## config.mk

```make
export PLATFORM = sky130hd
export DESIGN_NAME = kwd_watchdog
export DESIGN_NICKNAME = d
export VERILOG_FILES = /design/src/rtl/kwd_pkg.sv /design/src/rtl/kwd_ctrl_regs.sv /design/src/rtl/kwd_key_tracker.sv /design/src/rtl/kwd_down_counter.sv /design/src/rtl/kwd_watchdog.sv
export SDC_FILE = /design/constraint.sdc
export NUM_CORES = 1
export LEC_CHECK = 0
export ABC_AREA = 1
export BUFFER_PORTS_ARGS = -buffer_cell sky130_fd_sc_hd__buf_2
export CAP_MARGIN = 20
export CORE_ASPECT_RATIO = 1.5
export CORE_MARGIN = 2
export CORE_UTILIZATION = 30
export CTS_CLUSTER_DIAMETER = 80
export DETAILED_ROUTE_END_ITERATION = 12
export GPL_ROUTABILITY_DRIVEN = 1
export PLACE_DENSITY = 0.49
export SETUP_SLACK_MARGIN = 0.2
export SYNTH_ARGS = -nofsm -noshare
export SYNTH_HDL_FRONTEND = slang
export SYNTH_SLANG_ARGS = --single-unit
```

## constraint.sdc

```tcl
create_clock -name clk -period 2.7 [get_ports clk]
set_input_delay 0.27 -clock clk [delete_from_list [all_inputs] [get_ports clk]]
set_output_delay 0.27 -clock clk [all_outputs]
set_load 0.05 [all_outputs]
```

## src/rtl/kwd_pkg.sv

```systemverilog
package kwd_pkg;
  localparam int KEY_W = 16;
  localparam logic [KEY_W-1:0] KEY_FIRST  = 16'hE51A;
  localparam logic [KEY_W-1:0] KEY_SECOND = 16'hA35C;

  typedef enum logic [1:0] {
    SEL_CTRL    = 2'd0,
    SEL_PRELOAD = 2'd1,
    SEL_KEY     = 2'd2,
    SEL_NONE    = 2'd3
  } wsel_e;

  typedef enum logic {
    KS_IDLE = 1'b0,
    KS_HALF = 1'b1
  } kstate_e;

  typedef struct packed {
    kstate_e nxt;
    logic    service;
  } kstep_t;

  // One key write through the two-step handshake.
  function automatic kstep_t key_step(kstate_e cur, logic [KEY_W-1:0] key);
    kstep_t r;
    r.nxt     = KS_IDLE;
    r.service = 1'b0;
    if (cur == KS_IDLE) begin
      if (key == KEY_FIRST) r.nxt = KS_HALF;
    end else if (key == KEY_SECOND) begin
      r.service = 1'b1;
    end
    return r;
  endfunction
endpackage

```

## src/rtl/kwd_ctrl_regs.sv

```systemverilog
module kwd_ctrl_regs
  import kwd_pkg::*;
#(
  parameter int CNT_W = 16,
  parameter logic [CNT_W-1:0] PRELOAD_INIT = '1
) (
  input  logic             clk,
  input  logic             rst_n,
  input  logic             wr_en,
  input  logic [1:0]       wr_sel,
  input  logic [KEY_W-1:0] wr_data,
  output logic             enabled,
  output logic [CNT_W-1:0] preload,
  output logic             arm
);
  logic ctrl_wr, pre_wr;

  assign ctrl_wr = wr_en && (wsel_e'(wr_sel) == SEL_CTRL);
  assign pre_wr  = wr_en && (wsel_e'(wr_sel) == SEL_PRELOAD);
  assign arm     = ctrl_wr && wr_data[0] && !enabled;

  always_ff @(posedge clk or negedge rst_n) begin
    if (!rst_n) begin
      enabled <= 1'b0;
      preload <= PRELOAD_INIT;
    end else begin
      if (arm) enabled <= 1'b1;
      if (pre_wr) preload <= CNT_W'(wr_data);
    end
  end

  p_enable_sticky_r11: assert property (@(posedge clk) disable iff (!rst_n)
    enabled |=> enabled);
  p_arm_sets_r3: assert property (@(posedge clk) disable iff (!rst_n)
    arm |=> enabled);
endmodule

```

## src/rtl/kwd_key_tracker.sv

```systemverilog
module kwd_key_tracker
  import kwd_pkg::*;
(
  input  logic             clk,
  input  logic             rst_n,
  input  logic             key_wr,
  input  logic [KEY_W-1:0] key,
  output logic             key_half,
  output logic             service
);
  kstate_e st;
  kstep_t  stp;

  assign stp      = key_step(st, key);
  assign service  = key_wr && stp.service;
  assign key_half = (st == KS_HALF);

  always_ff @(posedge clk or negedge rst_n) begin
    if (!rst_n) st <= KS_IDLE;
    else if (key_wr) st <= stp.nxt;
  end

  p_first_key_r5: assert property (@(posedge clk) disable iff (!rst_n)
    (key_wr && !key_half && key == KEY_FIRST) |=> key_half);
  p_wrong_key_drops_r7: assert property (@(posedge clk) disable iff (!rst_n)
    (key_wr && key_half && key != KEY_SECOND) |=> !key_half);
  p_pair_once_r8: assert property (@(posedge clk) disable iff (!rst_n)
    service |=> !key_half);
endmodule

```

## src/rtl/kwd_down_counter.sv

```systemverilog
module kwd_down_counter #(
  parameter int CNT_W = 16
) (
  input  logic             clk,
  input  logic             rst_n,
  input  logic             enabled,
  input  logic             arm,
  input  logic             service,
  input  logic             tick,
  input  logic [CNT_W-1:0] preload,
  output logic [CNT_W-1:0] count,
  output logic             expired,
  output logic             rst_req,
  output logic             expire_evt
);
  localparam logic [CNT_W-1:0] ONE = CNT_W'(1);

  function automatic logic at_end(logic [CNT_W-1:0] c);
    return c <= ONE;
  endfunction

  logic live;
  assign live       = enabled && !expired;
  assign expire_evt = live && tick && !service && at_end(count);

  always_ff @(posedge clk or negedge rst_n) begin
    if (!rst_n) begin
      count   <= '0;
      expired <= 1'b0;
      rst_req <= 1'b0;
    end else begin
      rst_req <= expire_evt;
      if (expire_evt) expired <= 1'b1;
      if (arm)                 count <= preload;
      else if (live && service) count <= preload;
      else if (expire_evt)     count <= '0;
      else if (live && tick)   count <= count - ONE;
    end
  end

  p_idle_zero_r2: assert property (@(posedge clk) disable iff (!rst_n)
    (!enabled && !arm) |=> (count == '0 && !rst_req));
  p_step_down_r4: assert property (@(posedge clk) disable iff (!rst_n)
    (live && tick && !service && count > ONE) |=> count == $past(count) - ONE);
  p_reload_r5: assert property (@(posedge clk) disable iff (!rst_n)
    (live && service) |=> count == $past(preload));
  p_fire_r9: assert property (@(posedge clk) disable iff (!rst_n)
    expire_evt |=> (rst_req && expired && count == '0));
  p_pulse_single_r9: assert property (@(posedge clk) disable iff (!rst_n)
    rst_req |=> !rst_req);
  p_sticky_r10: assert property (@(posedge clk) disable iff (!rst_n)
    expired |=> (expired && !rst_req && count == '0));
endmodule

```

## src/rtl/kwd_watchdog.sv

```systemverilog
module kwd_watchdog
  import kwd_pkg::*;
#(
  parameter int CNT_W = 16,
  parameter logic [CNT_W-1:0] PRELOAD_INIT = '1
) (
  input  logic             clk,
  input  logic             rst_n,
  input  logic             tick,
  input  logic             wr_en,
  input  logic [1:0]       wr_sel,
  input  logic [15:0]      wr_data,
  output logic             rst_req,
  output logic             expired,
  output logic             enabled,
  output logic [CNT_W-1:0] count,
  output logic             key_half
);
  logic [CNT_W-1:0] preload;
  logic arm, key_wr, service, expire_evt;

  kwd_ctrl_regs #(.CNT_W(CNT_W), .PRELOAD_INIT(PRELOAD_INIT)) u_regs (
    .clk(clk), .rst_n(rst_n), .wr_en(wr_en), .wr_sel(wr_sel),
    .wr_data(wr_data), .enabled(enabled), .preload(preload), .arm(arm)
  );

  // Keys only reach the tracker while the watchdog is live.
  assign key_wr = wr_en && (wsel_e'(wr_sel) == SEL_KEY) && enabled && !expired;

  kwd_key_tracker u_keys (
    .clk(clk), .rst_n(rst_n), .key_wr(key_wr), .key(wr_data),
    .key_half(key_half), .service(service)
  );

  kwd_down_counter #(.CNT_W(CNT_W)) u_cnt (
    .clk(clk), .rst_n(rst_n), .enabled(enabled), .arm(arm),
    .service(service), .tick(tick), .preload(preload), .count(count),
    .expired(expired), .rst_req(rst_req), .expire_evt(expire_evt)
  );

  p_service_needs_half_r6: assert property (@(posedge clk) disable iff (!rst_n)
    service |-> key_half);
  p_race_reload_wins_r12: assert property (@(posedge clk) disable iff (!rst_n)
    (service && tick) |=> (!rst_req && !expired));
  p_disarmed_keys_r2: assert property (@(posedge clk) disable iff (!rst_n)
    !enabled |=> !key_half);
endmodule

```

==> results of run 1 <==
[cell type report]
type / count / area, um2 / share of cell area (%)
multi-input cells: 207 / 1119 / 42.82
flip-flops and latches: 36 / 920.9 / 35.25
repair buffers: 43 / 220.2 / 8.429
inverters: 34 / 127.6 / 4.885
well taps: 100 / 125.1 / 4.789
clock buffers: 8 / 100.1 / 3.831
[path summary, 6_finish.rpt]
check	startpoint	to	slack [ns]	depth (start not counted)
max	u_cnt.count[0]$_DFFE_PN0P_	u_cnt.count[11]$_DFFE_PN0P_	0.85	9
max reg2reg	u_cnt.count[0]$_DFFE_PN0P_	u_cnt.count[11]$_DFFE_PN0P_	0.85	9
min	rst_n	u_cnt.count[1]$_DFFE_PN0P_	0.07	1
min in group clk	wr_data[8]	u_regs.preload[8]$_DFFE_PN1P_	0.25	3
max in group asynchronous	rst_n	u_cnt.count[6]$_DFFE_PN0P_	2.11	1
min reg2reg	u_regs.preload[10]$_DFFE_PN1P_	u_regs.preload[10]$_DFFE_PN1P_	0.49	2
[cell usage in the layout, fill, tap and decap left out, drive strengths merged]
cell     n
nor4     2
nor3     8
buf     43
ha       2
nand4    5
dfstp   16
nand2   81
nand3   44
nor2    33
inv     34
o21ai   16
xnor2    3
mux2     3
a41oi    1
dfrtp   20
xor2     7
a21oi    1
clkbuf   8
a21o     1
[power breakdown]
part	internal, mW	total, mW	leakage (nW)	switching [mW]
Sequential	0.608	0.629	0.437	0.0218
Combinational	0.0357	0.0888	0.887	0.0531
Clock	0.233	0.430	0.0515	0.196
[logic make-up after synthesis]
logic type,count (synthesis)
buffers and inverters,41
xor gates and xnor gates,10
and+or+nand+nor,173
muxes,3
adders and majority gates,2
DFF,36
AOI/OAI and AO/OA,19
[sequential cells by signal, summed over array words and instances (netlist names)]
name	cells
u_cnt.count	16
u_regs.preload	16
u_cnt.expired	1
u_cnt.rst_req	1
u_keys.key_half	1
u_regs.enabled	1
[synthesized netlist by cell type, drive strengths merged (4+ instances only)]
cell type  instances  share of area (%)
xor2               7                2.8
o21ai             16                3.6
dfrtp             20                 23
nor2              33                6.7
nor3               8                1.8
nand3             44                 13
dfstp             16                 19
buf                4                1.3
nand2             81                 15
inv               34                5.8
nand4              5                1.4
[metal layers]
metal,global-route usage (%),wire length [um],vias up
met3,2.033,162,8
met1,18.92,2450,905
met2,26.72,2839,39
met4,5.455,123,0
li1,-,-,999
met5,0,0,-
[worst max-delay path, stage by stage (launching register included)]
cell	delay, ns
sky130_fd_sc_hd__dfrtp_1	0.39
sky130_fd_sc_hd__inv_1	0.09
sky130_fd_sc_hd__ha_1	0.25
sky130_fd_sc_hd__o21ai_0	0.17
sky130_fd_sc_hd__nor2_1	0.07
sky130_fd_sc_hd__nand3_2	0.08
sky130_fd_sc_hd__nand2_2	0.07
sky130_fd_sc_hd__nor2_4	0.43
sky130_fd_sc_hd__nand3_1	0.14
sky130_fd_sc_hd__nand2_1	0.10
==> impl_results.rst, run 1 <==
.. list-table::
   :header-rows: 1

   * - Metric
     - Value
   * - Via density per instance
     - 4.558
   * - Number of design-rule violations left by the first detailed-router iteration
     - 101
   * - Async set-or-reset flop fraction in the synthesized netlist
     - 100.0%
   * - Clock insertion delay at the later pin of the skew report
     - 0.29 ns
   * - Sequential-to-total area share from yosys stat
     - 41.72%
   * - Cell count after synthesis
     - 284
   * - Final period demand of the worst path
     - 1.848 ns
   * - Crit path required time
     - 2.93 ns
   * - Setup violators final
     - 0
   * - Share of synthesized area spent on multiplexers
     - 1.531%
   * - Largest net degree at the start of global routing
     - 37
   * - Initial standard-cell utilization of the core
     - 30.74%
   * - Area Growth Syn to Fin
     - 18.37%
   * - DPL Wire Length
     - 4314 um
   * - First-pass GRT wire length
     - 9411 um
   * - Setup CP Type
     - reg2reg
   * - Max-slew violation count
     - 0
   * - PnR worst setup slack
     - 0.8521 ns
   * - Slew Limit Headroom
     - 45.70%
   * - Simple logic cell fraction of the synthesized area
     - 39.29%
   * - Synthesized-area fraction occupied by adder cells
     - 1.134%
   * - Via count
     - 1,951
   * - Final wirelength
     - 5576 um
   * - Total die area
     - 8074 um2
   * - Combinational family with the most area after synthesis
     - simple AND/OR/NAND/NOR gates
   * - Root buf cell
     - sky130_fd_sc_hd__clkbuf_8
   * - Post-synthesis net count
     - 308
   * - Clock Skews
     - 0.006559 ns
   * - Final Core Density
     - 36.39%
   * - Total count of hold-check failures in the final report
     - 0
   * - Post-Place Worst Slack
     - 0.8439 ns
   * - Remaining number of nets flagged by the antenna check after routing
     - 0
   * - Number of clock sinks seen by CTS
     - 36
   * - Maxcap violations
     - 0
   * - Slew at the pin closest to its max-slew limit
     - 0.8145 ns
   * - Final antenna diode count
     - 0
   * - Setup Buffers After CTS
     - 0
   * - Max Clk Rate
     - 0.5412 GHz
   * - Count of flip-flops with a built-in enable after synthesis
     - 0
   * - Vertical die dimension
     - 109.1 um
   * - Areal power density over the cells
     - 439.4 nW/um2
   * - Number of instances in the placed design
     - 420
   * - Total Power Consumption
     - 1.148 mW
   * - Kind of launch point of the worst setup path
     - flop
   * - Count of cell types in the netlist
     - 28
   * - Post-CTS resize count
     - 0
   * - Final instance area
     - 2613 um2
   * - Number of optimization iterations in the first detailed-route pass
     - 5
   * - Number of hold buffers added after cts
     - 0
   * - Vias in the first global route
     - 1,952
   * - Placement row count
     - 38
   * - Die width
     - 74.04 um
   * - DR DRC count
     - 0
   * - CP arrival
     - 2.08 ns
   * - Wire per inst
     - 13.03 um
   * - Largest voltage drop on the vdd net
     - 0.2259 mV
   * - Leakage power of the design
     - 1.375 nW
   * - Net count, final
     - 351
   * - Worst hold margin
     - 0.07457 ns
   * - Setup crit end kind
     - flop
   * - Average instance area after synthesis
     - 7.772 um2
   * - CP Max Fanout
     - 16
   * - TritonCTS Buffers
     - 5
   * - Final critical-path share of the clock period
     - 68.44%
   * - Placer Congestion
     - 0.8120
   * - Total track usage
     - 15.31%
   * - Synth warn
     - 0
   * - Most used DFF post-synth
     - sky130_fd_sc_hd__dfrtp_1
   * - Final-layout fill cell count
     - 791
   * - Maximum level of the CTS H-tree
     - 2
   * - Proportion of layout cells with a drive suffix above 1
     - 31.71%
   * - Status
     - finished, final reports clean
   * - Post-synthesis instance area
     - 2207 um2
   * - Std-Cell Core Area
     - 7179 um2
   * - Flip-flop and latch count after synthesis
     - 36
   * - Xor-xnor portion of the synthesized cell area
     - 3.968%
   * - Class of the tightest hold or removal check
     - in2async
   * - Remaining Overflow, GRT
     - 0
   * - Max clock buf depth
     - 2
   * - Setup repair after global routing missed its margin
     - no
   * - TritonCTS clock tree
     - done
   * - Compound-gate portion of the synthesized area
     - 4.762%
   * - Setup TNS
     - 0 ns
   * - Instance area at placement
     - 2512 um2
   * - Number of standard cells in the layout, taps in and fillers out
     - 428
   * - Clock edge transition at the registers on the reported setup and hold paths
     - 0.08 ns
   * - I/O pin count
     - 42
   * - Antenna violations before repair
     - 0
   * - IO Port Bufs
     - 41
Note: power is estimated with default switching activity, not from simulation.
==> inputs of run 2 (changes only) <==
- PLACE_DENSITY: 0.49 -> 0.51
- clock period: 2.7 -> 1.7 ns (I/O delays scaled with it)
==> run 2 against run 1 <==
Final cell count up 4.9%. Design area grew 14%. Count of clock-buffer cells in the layout stayed put. Sequential cell count did not move. Highest routed layer unchanged. Routed wire length increased by 10%. Die area unchanged.
==> impl_results.rst, run 2 (synthesis gave the netlist of run 1 again) <==
.. list-table::
   :header-rows: 1

   * - Metric
     - Value
   * - Status
     - finished, final reports clean
   * - CP arrival
     - 1.75 ns (-0.33 ns)
   * - Initial standard-cell utilization of the core
     - 30.74% (unchanged)
   * - Number of design-rule violations left by the first detailed-router iteration
     - 110 (+8.9%)
   * - Met3 wire length
     - 204 um (+26%)
   * - I/O pin count
     - 42 (unchanged)
   * - Kind of launch point of the worst setup path
     - flop
   * - Max-slew violation count
     - 0 (unchanged)
   * - Final wirelength
     - 6158 um (+10%)
   * - Setup violators final
     - 0 (unchanged)
   * - Largest net degree at the start of global routing
     - 37 (unchanged)
   * - Antenna violations before repair
     - 0 (unchanged)
   * - Total count of hold-check failures in the final report
     - 0 (unchanged)
   * - Clock insertion delay at the later pin of the skew report
     - 0.29 ns (about the same)
   * - Wire per inst
     - 13.71 um (+5.3%)
   * - Areal power density over the cells
     - 605.6 nW/um2 (+38%)
   * - Maximum level of the CTS H-tree
     - 2 (unchanged)
   * - First-pass GRT wire length
     - 9942 um (+5.6%)
   * - Via count
     - 2,072 (+6.2%)
   * - Root buf cell
     - sky130_fd_sc_hd__clkbuf_8
   * - Biggest regs
     - u_cnt.count: 16 flops, u_regs.preload: 16 flops
   * - Vias in the first global route
     - 2,131 (+9.2%)
   * - CP Max Fanout
     - 8 (-8)
   * - Largest voltage drop on the vdd net
     - 0.3785 mV (+68%)
   * - Setup repair after global routing missed its margin
     - yes
   * - Final antenna diode count
     - 0 (unchanged)
   * - Number of clock sinks seen by CTS
     - 36 (unchanged)
   * - IO Port Bufs
     - 41 (unchanged)
   * - DPL Wire Length
     - 4484 um (+3.9%)
   * - Placer Congestion
     - 0.8152 (+0.39%)
   * - Category of cells accounting for the largest share of critical-path delay
     - simple AND/OR/NAND/NOR gates
   * - Proportion of layout cells with a drive suffix above 1
     - 46.70% (+15 points)
   * - Clock Skews
     - 0.009214 ns (+0.002655 ns)
   * - Final period demand of the worst path
     - 1.518 ns (-0.3300 ns)
   * - Total track usage
     - 16.12% (+0.81 points)
   * - Worst hold margin
     - 0.1312 ns (+0.05663 ns)
   * - Via density per instance
     - 4.615 (+1.2%)
   * - Total die area
     - 8074 um2 (unchanged)
   * - Die width
     - 74.04 um (unchanged)
   * - Max clock buf depth
     - 2 (unchanged)
   * - Remaining Overflow, GRT
     - 0 (unchanged)
   * - Maxcap violations
     - 0 (unchanged)
   * - DR DRC count
     - 0 (unchanged)
   * - CP max stage delay
     - 0.43 ns (about the same)
   * - Clock edge transition at the registers on the reported setup and hold paths
     - 0.08 ns (about the same)
   * - Final instance area
     - 2970 um2 (+14%)
   * - Area Growth Syn to Fin
     - 34.58%
   * - Placement row count
     - 38 (unchanged)
   * - Number of optimization iterations in the first detailed-route pass
     - 4 (-1)
   * - Net count, final
     - 372 (+6.0%)
   * - Met2 Routed Length
     - 3360 um (+18%)
   * - TritonCTS clock tree
     - done
   * - Slowest library cell on the worst path
     - sky130_fd_sc_hd__dfrtp_2
   * - Met1 Routed Length
     - 2544 um (+3.8%)
   * - Std-Cell Core Area
     - 7179 um2 (unchanged)
   * - Max Clk Rate
     - 0.6588 GHz (+22%)
   * - Buffer and inverter count on the worst path
     - 2 (+1)
   * - Critical path, cell by cell
     - inv_4 > ha_4 > o21ai_2 > nor2_2 > nand3_2 > nand2_2 > nor2_4 > clkbuf_16 > nand3_2 > nand2_1
   * - Setup CP Type
     - reg2reg
   * - TritonCTS Buffers
     - 5 (unchanged)
   * - Remaining number of nets flagged by the antenna check after routing
     - 0 (unchanged)
   * - Leakage power of the design
     - 1.509 nW (+9.8%)
   * - Slew Limit Headroom
     - 67.78% (+22 points)
   * - Setup TNS
     - 0 ns (unchanged)
   * - Crit path required time
     - 1.93 ns (-1.00 ns)
   * - Most common library cell in the layout ignoring fill and taps
     - sky130_fd_sc_hd__nand2_1
   * - Slew at the pin closest to its max-slew limit
     - 0.4833 ns (-0.3311 ns)
   * - Vertical die dimension
     - 109.1 um (unchanged)
   * - Final critical-path share of the clock period
     - 89.29% (+21 points)
   * - Setup crit end kind
     - flop
   * - Class of the tightest hold or removal check
     - in2reg
   * - Total Power Consumption
     - 1.799 mW (+57%)
   * - Leading cell types in the layout, fill and taps excluded
     - 60 x sky130_fd_sc_hd__nand2_1, 41 x sky130_fd_sc_hd__buf_2, 30 x sky130_fd_sc_hd__inv_1, 25 x sky130_fd_sc_hd__nand3_1, 21 x sky130_fd_sc_hd__nor2_1
   * - DR top layer
     - met4
   * - Crit-path most repeated cell
     - sky130_fd_sc_hd__nand3_2
   * - Final-layout fill cell count
     - 753 (-4.8%)
   * - Instance area at placement
     - 2603 um2 (+3.6%)
run 2: layer usage:
metal	vias to the layer above	global-route usage (%)
met3	2	2.403
met1	988	18.63
li1	1038	-
met4	0	5.455
met2	44	29.53
met5	-	0
run 2: worst register-to-register path: stages (launching register included):
cell	delay [ns]
sky130_fd_sc_hd__dfrtp_2	0.43
sky130_fd_sc_hd__inv_4	0.06
sky130_fd_sc_hd__ha_4	0.17
sky130_fd_sc_hd__o21ai_2	0.12
sky130_fd_sc_hd__nor2_2	0.05
sky130_fd_sc_hd__nand3_2	0.08
sky130_fd_sc_hd__nand2_2	0.07
sky130_fd_sc_hd__nor2_4	0.17
sky130_fd_sc_hd__clkbuf_16	0.19
sky130_fd_sc_hd__nand3_2	0.06
sky130_fd_sc_hd__nand2_1	0.06
run 2: final timing paths:
kind | startpoint | to | slack [ns] | depth (start not counted)
setup / recovery | u_cnt.count[0]$_DFFE_PN0P_ | u_cnt.count[11]$_DFFE_PN0P_ | 0.18 | 10
hold / removal | wr_data[13] | u_regs.preload[13]$_DFFE_PN1P_ | 0.13 | 3
setup reg to reg | u_cnt.count[0]$_DFFE_PN0P_ | u_cnt.count[11]$_DFFE_PN0P_ | 0.18 | 10
hold reg to reg | u_regs.preload[13]$_DFFE_PN1P_ | u_regs.preload[13]$_DFFE_PN1P_ | 0.49 | 2
max in group asynchronous | rst_n | u_regs.enabled$_DFFE_PN0P_ | 0.87 | 3
min in group asynchronous | rst_n | u_cnt.count[1]$_DFFE_PN0P_ | 0.46 | 3
run 2: timing repair:
action | CTS | global route
resized for setup | 7 | 28
setup endpoints to repair | 16 | 16
endpoints found under the hold margin | 20 | 0
pin swaps | 3 | 10
setup buffers | 5 | 8
gates cloned | 0 | 1
hold buffers | 1 | 0
run 2: final cells by class:
cell class / count / area [um2] / share of cell area [%]
inverters: 34 / 132.6 / 4.465
repair buffers: 64 / 410.4 / 13.82
multi-input cells: 207 / 1275 / 42.92
well taps: 100 / 125.1 / 4.212
flip-flops and latches: 36 / 937.1 / 31.55
clock buffers: 8 / 90.09 / 3.033
run 2: per-stage QoR:
stage | instances | worst slack, ns | util [%]
2_1_floorplan | 284 | 0.1429 | -
3_3_place_gp | 426 | 0.06819 | 36.25
3_5_place_dp | 426 | 0.07719 | 36.25
4_1_cts | 440 | 0.2087 | 38.52
5_1_grt | 449 | 0.1193 | 41.37
6_report | 449 | 0.1821 | 41.37
run 2: report_power, final:
group / total, mW / switching (mW) / internal [mW]
combinational: 0.145 / 0.0857 / 0.0598
clock: 0.653 / 0.321 / 0.331
sequential: 1.00 / 0.0357 / 0.965
